**config.mk**
```make
export PLATFORM = sky130hd
export DESIGN_NAME = gain_cmd_rx
export DESIGN_NICKNAME = d
export VERILOG_FILES = /design/src/rtl/gain_cmd_pkg.sv /design/src/rtl/gcr_sync.sv /design/src/rtl/gcr_edge_det.sv /design/src/rtl/gcr_shift.sv /design/src/rtl/gcr_bank.sv /design/src/rtl/gain_cmd_rx.sv
export SDC_FILE = /design/constraint.sdc
export NUM_CORES = 1
export LEC_CHECK = 0
export BUFFER_PORTS_ARGS = -buffer_cell sky130_fd_sc_hd__buf_2
export CORE_UTILIZATION = 40
export DETAILED_ROUTE_END_ITERATION = 7
export PLACE_DENSITY_LB_ADDON = 0.05
export SYNTH_ARGS = -nofsm -noshare
export SYNTH_HDL_FRONTEND = slang
export SYNTH_HIERARCHICAL = 1
export SYNTH_SLANG_ARGS = --single-unit
```
**constraint.sdc**
```tcl
create_clock -name clk_i -period 5.3 [get_ports clk_i]
set_clock_uncertainty 0.15 [all_clocks]
set_input_delay 0.795 -clock clk_i [delete_from_list [all_inputs] [get_ports clk_i]]
set_output_delay 0.795 -clock clk_i [all_outputs]
set_load 0.01 [all_outputs]
```
**src/rtl/gain_cmd_pkg.sv**
```systemverilog
package gain_cmd_pkg;
  localparam int unsigned NUM_CH      = 8;
  localparam int unsigned CODE_W      = 4;
  localparam int unsigned SYNC_STAGES = 2;
  localparam int unsigned ADDR_W      = $clog2(NUM_CH);
  localparam int unsigned WORD_W      = 1 + ADDR_W + CODE_W;
endpackage

```
**src/rtl/gcr_sync.sv**
```systemverilog
module gcr_sync #(
  parameter int unsigned STAGES = 2
) (
  input  logic clk_i,
  input  logic rst_ni,
  input  logic async_i,
  output logic sync_o
);
  logic [STAGES-1:0] pipe_q;

  always_ff @(posedge clk_i or negedge rst_ni) begin
    if (!rst_ni) pipe_q <= '0;
    else         pipe_q <= {pipe_q[STAGES-2:0], async_i};
  end

  assign sync_o = pipe_q[STAGES-1];
endmodule

```
**src/rtl/gcr_edge_det.sv**
```systemverilog
module gcr_edge_det #(
  parameter int unsigned STAGES = 2
) (
  input  logic clk_i,
  input  logic rst_ni,
  input  logic async_i,
  output logic level_o,
  output logic rise_o,
  output logic fall_o
);
  logic lvl, prev_q;

  gcr_sync #(.STAGES(STAGES)) u_sync (
    .clk_i  (clk_i),
    .rst_ni (rst_ni),
    .async_i(async_i),
    .sync_o (lvl)
  );

  always_ff @(posedge clk_i or negedge rst_ni) begin
    if (!rst_ni) prev_q <= 1'b0;
    else         prev_q <= lvl;
  end

  assign level_o = lvl;
  assign rise_o  = lvl & ~prev_q;
  assign fall_o  = ~lvl & prev_q;
endmodule

```
**src/rtl/gcr_shift.sv**
```systemverilog
module gcr_shift #(
  parameter int unsigned WIDTH = 8
) (
  input  logic             clk_i,
  input  logic             rst_ni,
  input  logic             shift_i,
  input  logic             bit_i,
  output logic [WIDTH-1:0] word_o
);
  logic [WIDTH-1:0] sr_q;

  // MSB first: oldest bit ends at the top
  always_ff @(posedge clk_i or negedge rst_ni) begin
    if (!rst_ni)      sr_q <= '0;
    else if (shift_i) sr_q <= {sr_q[WIDTH-2:0], bit_i};
  end

  assign word_o = sr_q;
endmodule

```
**src/rtl/gcr_bank.sv**
```systemverilog
module gcr_bank #(
  parameter int unsigned NUM_CH = 8,
  parameter int unsigned CODE_W = 4,
  localparam int unsigned ADDR_W = $clog2(NUM_CH)
) (
  input  logic                     clk_i,
  input  logic                     rst_ni,
  input  logic                     we_i,
  input  logic [ADDR_W-1:0]        addr_i,
  input  logic [CODE_W-1:0]        code_i,
  output logic [NUM_CH*CODE_W-1:0] gain_o,
  output logic [NUM_CH-1:0]        pwrsave_o
);
  for (genvar c = 0; c < NUM_CH; c++) begin : g_ch
    logic [CODE_W-1:0] code_q;
    logic              ps_q;
    logic              hit;

    assign hit = we_i && (addr_i == ADDR_W'(c));

    always_ff @(posedge clk_i or negedge rst_ni) begin
      if (!rst_ni) begin
        code_q <= '0;
        ps_q   <= 1'b1;
      end else if (hit) begin
        code_q <= code_i;
        ps_q   <= (code_i == '0);
      end
    end

    assign gain_o[c*CODE_W +: CODE_W] = code_q;
    assign pwrsave_o[c]               = ps_q;
  end
endmodule

```
**src/rtl/gain_cmd_rx.sv**
```systemverilog
module gain_cmd_rx
  import gain_cmd_pkg::*;
#(
  parameter int unsigned N_CH   = NUM_CH,
  parameter int unsigned C_W    = CODE_W,
  parameter int unsigned N_SYNC = SYNC_STAGES,
  localparam int unsigned A_W   = $clog2(N_CH),
  localparam int unsigned W_W   = 1 + A_W + C_W
) (
  input  logic                 clk_i,
  input  logic                 rst_ni,
  input  logic                 sclk_i,
  input  logic                 sdata_i,
  input  logic                 latch_i,
  input  logic                 latch_pol_low_i,
  output logic [N_CH*C_W-1:0]  gain_o,
  output logic [N_CH-1:0]      pwrsave_o
);
  logic sclk_lvl, sclk_rise, sclk_fall;
  logic lat_lvl, lat_rise, lat_fall;
  logic data_s, latch_evt, commit;
  logic [W_W-1:0] word_q;

  gcr_edge_det #(.STAGES(N_SYNC)) u_sclk_det (
    .clk_i(clk_i), .rst_ni(rst_ni), .async_i(sclk_i),
    .level_o(sclk_lvl), .rise_o(sclk_rise), .fall_o(sclk_fall)
  );

  // same depth as clock path keeps data aligned to the detected rise
  gcr_sync #(.STAGES(N_SYNC)) u_data_sync (
    .clk_i(clk_i), .rst_ni(rst_ni), .async_i(sdata_i), .sync_o(data_s)
  );

  gcr_edge_det #(.STAGES(N_SYNC)) u_lat_det (
    .clk_i(clk_i), .rst_ni(rst_ni), .async_i(latch_i),
    .level_o(lat_lvl), .rise_o(lat_rise), .fall_o(lat_fall)
  );

  gcr_shift #(.WIDTH(W_W)) u_shift (
    .clk_i(clk_i), .rst_ni(rst_ni), .shift_i(sclk_rise),
    .bit_i(data_s), .word_o(word_q)
  );

  assign latch_evt = latch_pol_low_i ? lat_rise : lat_fall;
  assign commit    = latch_evt & word_q[W_W-1];

  gcr_bank #(.NUM_CH(N_CH), .CODE_W(C_W)) u_bank (
    .clk_i    (clk_i),
    .rst_ni   (rst_ni),
    .we_i     (commit),
    .addr_i   (word_q[C_W +: A_W]),
    .code_i   (word_q[C_W-1:0]),
    .gain_o   (gain_o),
    .pwrsave_o(pwrsave_o)
  );

  logic unused_lvl;
  assign unused_lvl = sclk_lvl ^ sclk_fall ^ lat_lvl;
endmodule

```
Yosys cells after proc, flatten, opt, wreduce, memory -nomap -nowiden:

Index checks and enable logic that the tools add are counted.

* reductions and logical operators: 10
* equal/unequal tests: 7
* bitwise operators: 7
* multiplexer cells: 1

Operators with widths (number)
* $eq 3x3->1 const B: 4
* $logic_and 1x1->1: 8
* $eq 3x2->1 const B: 2
* $and 1x1->1: 4
* $logic_not 4->1: 1
* $eq 3x1->1 const B: 1
* $logic_not 3->1: 1
* $not 1->1: 3
* $mux 1: 1

* register bits after elaboration: 56
* output and inout port bits: 40
* word-level logic and storage cells: 47

Longest topological paths before layout:

Gate-level depths: netlist of the first run.

* depth after elaboration: 5
* depth in mapped cells: 6
* depth with buffers taken out: 5

Modules after synthesis:

The synthesis of the first run kept the hierarchy.

Modules (own cells, without submodules)
* gcr_bank: area each 1652.8 sq um, instances 1, cells an instance 98
* gcr_shift: area each 331.6 sq um, instances 1, cells an instance 17
* gcr_sync: area each 50.0 sq um, instances 3, cells an instance 2
* gcr_edge_det: area each 40.0 sq um, instances 2, cells an instance 3
* gain_cmd_rx: area each 16.3 sq um, instances 1, cells an instance 2

Worst setup path after synthesis of the first run:

No wires, ideal clock.

* path type: input to register
* from: input latch_pol_low_i
* to: register u_bank.g_ch[0].code_q[0]
* slack: 3.191 ns
* arrival: 1.835 ns
* buffers on the path: 1
* library setup time: 0.125 ns
* data required time: 5.025 ns
* cell stages on the path: 5
* cells stage by stage: mux2i_1 > nor2b_1 > clkbuf_2 > nor4b_4 > mux2_2

* word-level cells in the longest chain between the ends: 3

Ends and longest elaborated chain
* start, declared: RTL line gain_cmd_rx.sv:15 `input logic latch_pol_low_i,`
* $mux 1: RTL line gain_cmd_rx.sv:44 `assign latch_evt = latch_pol_low_i ? lat_rise : lat_fall;`
* $and 1x1->1: RTL line gain_cmd_rx.sv:45 `assign commit = latch_evt & word_q[W_W-1];`
* via commit: RTL line gain_cmd_rx.sv:21 `logic data_s, latch_evt, commit;`
* $logic_and 1x1->1: RTL line gcr_bank.sv:19 `assign hit = we_i && (addr_i == ADDR_W'(c));`
* end signal, assigned: RTL line gcr_bank.sv:26 `code_q <= code_i;`
* end, declared: RTL line gcr_bank.sv:15 `logic [CODE_W-1:0] code_q;`

The timed path passes the listed nets, and every way through them passes these cells.
A chain may end at the register's enable or synchronous reset.

Worst setup path after layout of the first run:

* from: input latch_pol_low_i
* to: register u_bank.g_ch[0].code_q[3]

The elaborated chain is that of the path after synthesis.

==> key figures, run 1 <==
STA
  • Min Tclk post-route: 2.23 ns
  • Final hold vios: 0
  • Setup Viol. Count Final: 0
  • Fin crit share: 0.421
  • RSZ-0062 raised after global routing: no
  • Worst slew pin tran: 0.974 ns
  • Sum of negative setup slack: 0 ns
  • Peak Freq: 448 MHz
  • Slew HR: 0.349
  • Max Slew Vio Count: 0

Final layout
  • Area grow syn2layout: 15.1%
  • Antenna diodes: 0
  • Layout cell share with drive strength beyond 1: 0.674
  • Layout net count: 177
  • Utilization after layout: 0.489

Placement
  • Port bufs: 45
  • GPL Wtd Cong: 0.661
  • Detailed placement HPWL: 2.60 mm

Clocking
  • CTS H-tree depth: 2
  • Clk root buf: clkbuf_8
  • Clock Sink Count: 56
  • Postcts setup bufs: 0
  • CTS tree: built
  • Clock slew at reported path FFs: 0.09 ns
  • Post-CTS resize count: 0
  • CTS max path bufs: 2
  • Hold_buf cts: 0
  • Num CTS Buffers: 5
  • Clock Latency Late Sink: 0.30 ns

GRT
  • Number of global-route vias before repair: 1,278
  • GRT Resource Usage Total: 0.151
  • Initial antenna violation count: 0
  • Remaining Overflow, GRT: 0
  • Global-route wire length before repair: 6.64 mm
  • Largest net degree at the start of global routing: 57

Floorplan
  • Core footprint: 0.00524 mm2
  • Boundary pin count: 46
  • Die Span X: 76.5 um
  • Initial core utilization: 0.424
  • Cell Rows: 26
  • Die Height: 76.5 um
  • Die area: 0.00586 mm2

Route
  • Post-DR wirelength/cell: 16.0 um
  • Initial DRC Count: 68
  • Antenna viol nets, final: 0
  • DRT Pass-1 Iters: 2
  • DR vias: 1,188
  • Post-route DRC: 0
  • Via density: 4.91
  • Final wirelength: 3.86 mm

Worst setup path
  • R2r endpoint: u_bank/g_ch[0].code_q[3]$_DFFE_PN0P_
  • Internal reg-to-reg setup slack: 3.12 ns
  • Critical path type: in -> reg
  • CP Data Arrival Time: 2.27 ns
  • Startpoint types: input pin
  • Crit. End Element: flop
  • Reg2Reg Launch Point: u_lat_det/u_sync/pipe_q[1]$_DFF_PN0_
  • Worst Path Required: 5.34 ns
  • Path depth of the worst reg2reg path: 5
  • Worst Setup SP: latch_pol_low_i
  • CP Max Fanout: 8
  • Worst setup path end: u_bank/g_ch[0].code_q[3]$_DFFE_PN0P_

Pwr
  • Worst VDD drop: 0.170 mV
  • Leak: 1.31 nW
  • Pwr dens: 482 mW/mm2

Yosys
  • Syn avg cell area: 17.4 um2
  • Syn Std Cell Area: 0.00222 mm2
  • Synthesis warning total: 6
  • Cells after synthesis: 128
  • Syn Nets: 134

Flow run
  • Max Cap Violations: 0

Run status
  • Run status: finished, final reports clean

Worst hold path
  • Hold path depth: 0
  • Hold crit path type: reg -> reg
-- metal layers --
| metal | up-vias | GRT usage | share of wire |
|---|---|---|---|
| met5 | - | 0 | 0 |
| met2 | 36 | 0.244 | 0.49 |
| met4 | 0 | 0.0750 | 0.019 |
| met1 | 606 | 0.189 | 0.44 |
| met3 | 7 | 0.0383 | 0.053 |
| li1 | 539 | - | - |
-- through the flow --
stage	power [mW]	area (um2)	hold WS [ns]	instances	worst slack [ns]
2_1_floorplan	0.869	2220	0.181	128	3.19
3_3_place_gp	1.00	2470	0.183	234	2.78
3_5_place_dp	1.02	2470	0.185	234	2.71
4_1_cts	1.25	2560	0.206	242	3.04
5_1_grt	1.32	2560	0.217	242	2.94
6_report	1.23	2560	0.205	242	3.07
-- critical path: stages --
cell	delay, ns
buf_2	0.10
mux2i_1	0.11
nor2b_1	0.43
nor4b_4	0.45
mux2_2	0.39
-- power breakdown --
group / internal, mW / switching, mW / total (mW)
sequential: 0.554 / 0.119 / 0.673
clock: 0.104 / 0.128 / 0.233
combinational: 0.193 / 0.135 / 0.328
total: 0.851 / 0.382 / 1.23
-- worst min-delay path by stage --
stage,endpoint,from,slack (ns)
floorplan,u_data_sync/pipe_q[1]$_DFF_PN0_,u_data_sync/pipe_q[0]$_DFF_PN0_,0.18
global placement,u_sclk_det/u_sync/pipe_q[1]$_DFF_PN0_,u_sclk_det/u_sync/pipe_q[0]$_DFF_PN0_,0.18
detailed placement,u_sclk_det/u_sync/pipe_q[1]$_DFF_PN0_,u_sclk_det/u_sync/pipe_q[0]$_DFF_PN0_,0.18
CTS,u_sclk_det/u_sync/pipe_q[1]$_DFF_PN0_,u_sclk_det/u_sync/pipe_q[0]$_DFF_PN0_,0.21
global route,u_lat_det/u_sync/pipe_q[1]$_DFF_PN0_,u_lat_det/u_sync/pipe_q[0]$_DFF_PN0_,0.22
finish,u_sclk_det/u_sync/pipe_q[1]$_DFF_PN0_,u_sclk_det/u_sync/pipe_q[0]$_DFF_PN0_,0.21
-- sequential cells by signal, indices dropped and copies added (netlist names) --
register	cells
u_bank/g_ch.code_q	32
u_bank/g_ch.ps_q	8
u_shift/word_o	8
u_data_sync/pipe_q	2
u_lat_det/u_sync/pipe_q	2
u_sclk_det/u_sync/pipe_q	2
u_lat_det/prev_q	1
u_sclk_det/prev_q	1
-- placed cells by master, fill, tap and decap left out --
cell type / count
and2b_2: 1
and4bb_4: 3
buf_2: 45
buf_4: 1
clkbuf_8: 6
clkinv_2: 2
dfrtp_1: 48
dfstp_2: 8
mux2_2: 40
mux2_4: 8
mux2i_1: 1
nand4_1: 1
nand4b_1: 3
nor2b_1: 3
nor4_4: 1
nor4b_4: 1
-- area by class of cell --
class	count	area, um2
timing repair buffer	46	233
sequential	56	1410
fill	478	2680
tap	70	87.6
clock buffer	6	82.6
multi-input combinational	62	734
clock inverter	2	10.0
(Power assumes the default switching activity.)
==> run 2: changes to the inputs <==
clock period = 2.1 ns   (was 5.3 ns; I/O delays follow)
==> key figures, run 2 (synthesized netlist as in run 1, its figures left out) <==
STA
  • Peak Freq: 520 MHz
  • RSZ-0062 raised after global routing: no (unchanged)
  • Slew HR: 0.588 (was 0.349)
  • Final hold vios: 0 (unchanged)
  • Worst slew pin tran: 0.619 ns (was 0.974 ns)
  • Min Tclk post-route: 1.92 ns
  • Setup Viol. Count Final: 0 (unchanged)
  • Fin crit share: 0.915
  • Max Slew Vio Count: 0 (unchanged)
  • Sum of negative setup slack: 0 ns (unchanged)

GRT
  • Initial antenna violation count: 0 (unchanged)
  • GRT Resource Usage Total: 0.149 (was 0.151)
  • Number of global-route vias before repair: 1,263 (was 1,278)
  • Largest net degree at the start of global routing: 31 (was 57)
  • Remaining Overflow, GRT: 0 (unchanged)
  • Global-route wire length before repair: 6.64 mm (about the same)

Floorplan
  • Die Height: 76.5 um (unchanged)
  • Cell Rows: 26 (unchanged)
  • Die Span X: 76.5 um (unchanged)
  • Boundary pin count: 46 (unchanged)
  • Initial core utilization: 0.424 (unchanged)
  • Die area: 0.00586 mm2 (unchanged)
  • Core footprint: 0.00524 mm2 (unchanged)

Worst setup path
  • Crit. End Element: flop (unchanged)
  • Internal reg-to-reg setup slack: 0.18 ns (was 3.12 ns)
  • Slowest CP cell: dfrtp_1 (was nor4b_4)
  • CP Max Fanout: 8 (unchanged)
  • Critical path type: reg -> reg (was in -> reg)
  • Worst path cell trace: and2b_2, mux2i_1, nor2b_1, buf_4, nor4b_4, mux2_2 (was buf_2, mux2i_1, nor2b_1, nor4b_4, mux2_2)
  • Worst Path Required: 2.14 ns (was 5.34 ns)
  • Reg2Reg Launch Point: u_lat_det/u_sync/pipe_q[1]$_DFF_PN0_ (unchanged)
  • R2r endpoint: u_bank/g_ch[0].code_q[0]$_DFFE_PN0P_ (was u_bank/g_ch[0].code_q[3]$_DFFE_PN0P_)
  • Startpoint types: flop (was input pin)
  • Crit path largest cell delay: 0.39 ns (was 0.45 ns)
  • CP Data Arrival Time: 1.96 ns (was 2.27 ns)
  • Worst Setup SP: u_lat_det/u_sync/pipe_q[1]$_DFF_PN0_ (was latch_pol_low_i)
  • Path depth of the worst reg2reg path: 6 (was 5)

Clocking
  • Num CTS Buffers: 5 (unchanged)
  • Hold_buf cts: 4 (was 0)
  • Postcts setup bufs: 0 (unchanged)
  • Post-CTS resize count: 0 (unchanged)
  • Clock slew at reported path FFs: 0.09 ns (about the same)
  • Clk root buf: clkbuf_8 (unchanged)
  • Clock Sink Count: 56 (unchanged)
  • CTS tree: built (unchanged)
  • CTS H-tree depth: 2 (unchanged)
  • Clock Latency Late Sink: 0.30 ns (about the same)
  • CTS max path bufs: 2 (unchanged)

Flow run
  • Max Cap Violations: 0 (unchanged)

Placement
  • Detailed placement HPWL: 2.70 mm (was 2.60 mm)
  • GPL Wtd Cong: 0.700 (was 0.661)
  • Port bufs: 45 (unchanged)

Final layout
  • Most common cell after layout, fill and taps aside: dfrtp_1 (unchanged)
  • Most flops, register: u_bank/g_ch.code_q (unchanged)
  • Fill count: 470 (was 478)
  • Utilization after layout: 0.506 (was 0.489)
  • Layout net count: 188 (was 177)
  • Area grow syn2layout: 19.4% (was 15.1%)
  • Antenna diodes: 0 (unchanged)
  • Max FFs per register: 32 (unchanged)
  • Layout cell share with drive strength beyond 1: 0.661 (was 0.674)
  • Most frequent cells in the layout: 48 x dfrtp_1, 45 x buf_2, 40 x mux2_2, 8 x dfstp_2, 8 x mux2_4 (unchanged)

Worst hold path
  • HP Start: u_lat_det/u_sync/pipe_q[0]$_DFF_PN0_ (was u_sclk_det/u_sync/pipe_q[0]$_DFF_PN0_)
  • Hold crit path type: reg -> reg (unchanged)
  • Worst Hold End: u_lat_det/u_sync/pipe_q[1]$_DFF_PN0_ (was u_sclk_det/u_sync/pipe_q[1]$_DFF_PN0_)
  • Hold path depth: 0 (unchanged)

Route
  • Post-DR wirelength/cell: 15.8 um (was 16.0 um)
  • Post-route DRC: 0 (unchanged)
  • Initial DRC Count: 26 (was 68)
  • Via density: 4.79 (was 4.91)
  • Final wirelength: 4.00 mm (was 3.86 mm)
  • DRT Pass-1 Iters: 4 (was 2)
  • DR vias: 1,212 (was 1,188)
  • Antenna viol nets, final: 0 (unchanged)

Pwr
  • Leak: 1.35 nW (was 1.31 nW)
  • Pwr dens: 1180 mW/mm2 (was 482 mW/mm2)
  • Tot Pwr: 3.12 mW (was 1.23 mW)
  • Worst VDD drop: 0.428 mV (was 0.170 mV)

Run status
  • Run status: finished, final reports clean (unchanged)
==> run 2: how the worst max path moves through the flow <==
| stage | slack, ns | endpoint |
|---|---|---|
| 2_1_floorplan | 0.28 | u_bank/g_ch[0].code_q[0]$_DFFE_PN0P_ |
| 3_3_place_gp | 0.23 | u_bank/g_ch[0].code_q[1]$_DFFE_PN0P_ |
| 3_5_place_dp | 0.18 | u_bank/g_ch[0].code_q[2]$_DFFE_PN0P_ |
| 4_1_cts | 0.17 | u_bank/g_ch[0].code_q[1]$_DFFE_PN0P_ |
| 5_1_grt | 0.05 | u_bank/g_ch[0].code_q[0]$_DFFE_PN0P_ |
| 6_report | 0.18 | u_bank/g_ch[0].code_q[0]$_DFFE_PN0P_ |
==> run 2: stage by stage <==
stage	cells	setup slack, ns	instance area (um2)	hold slack [ns]
global route	253	0.0508	2650	0.212
finish	253	0.178	2650	0.204
CTS	253	0.168	2650	0.206
detailed placement	241	0.176	2530	0.186
global placement	241	0.234	2530	0.182
floorplan	128	0.280	2220	-0.131
==> run 2: final cells by class <==
type / instances / area [um2] / area share
Multi-Input combinational cell: 62 / 734 / 0.277
Clock buffer: 7 / 76.3 / 0.0288
Timing Repair Buffer: 57 / 338 / 0.127
Tap cell: 70 / 87.6 / 0.0330
Clock inverter: 1 / 5.00 / 0.00189
Sequential cell: 56 / 1410 / 0.532
==> run 2: routing by layer <==
metal | vias to the layer above | GRT usage | part of all wire
li1 | 555 | - | -
met1 | 616 | 0.188 | 0.46
met2 | 35 | 0.242 | 0.48
met3 | 6 | 0.0443 | 0.050
met4 | 0 | 0.0577 | 0.015
met5 | - | 0 | 0
==> run 2: worst max-delay path: cells and delay by family, from the launching register on <==
kind	cells	cell delay [ns]
multiplexers	2	0.45
buffers and inverters	1	0.16
AND/OR/NAND/NOR	3	0.67
flip-flops	1	0.39
==> run 2: power breakdown <==
part / internal, mW / switching [mW] / leakage (nW) / total [mW]
Sequential: 1.40 / 0.227 / 0.705 / 1.63
Clock: 0.235 / 0.309 / 0.0422 / 0.544
Combinational: 0.530 / 0.422 / 0.607 / 0.953
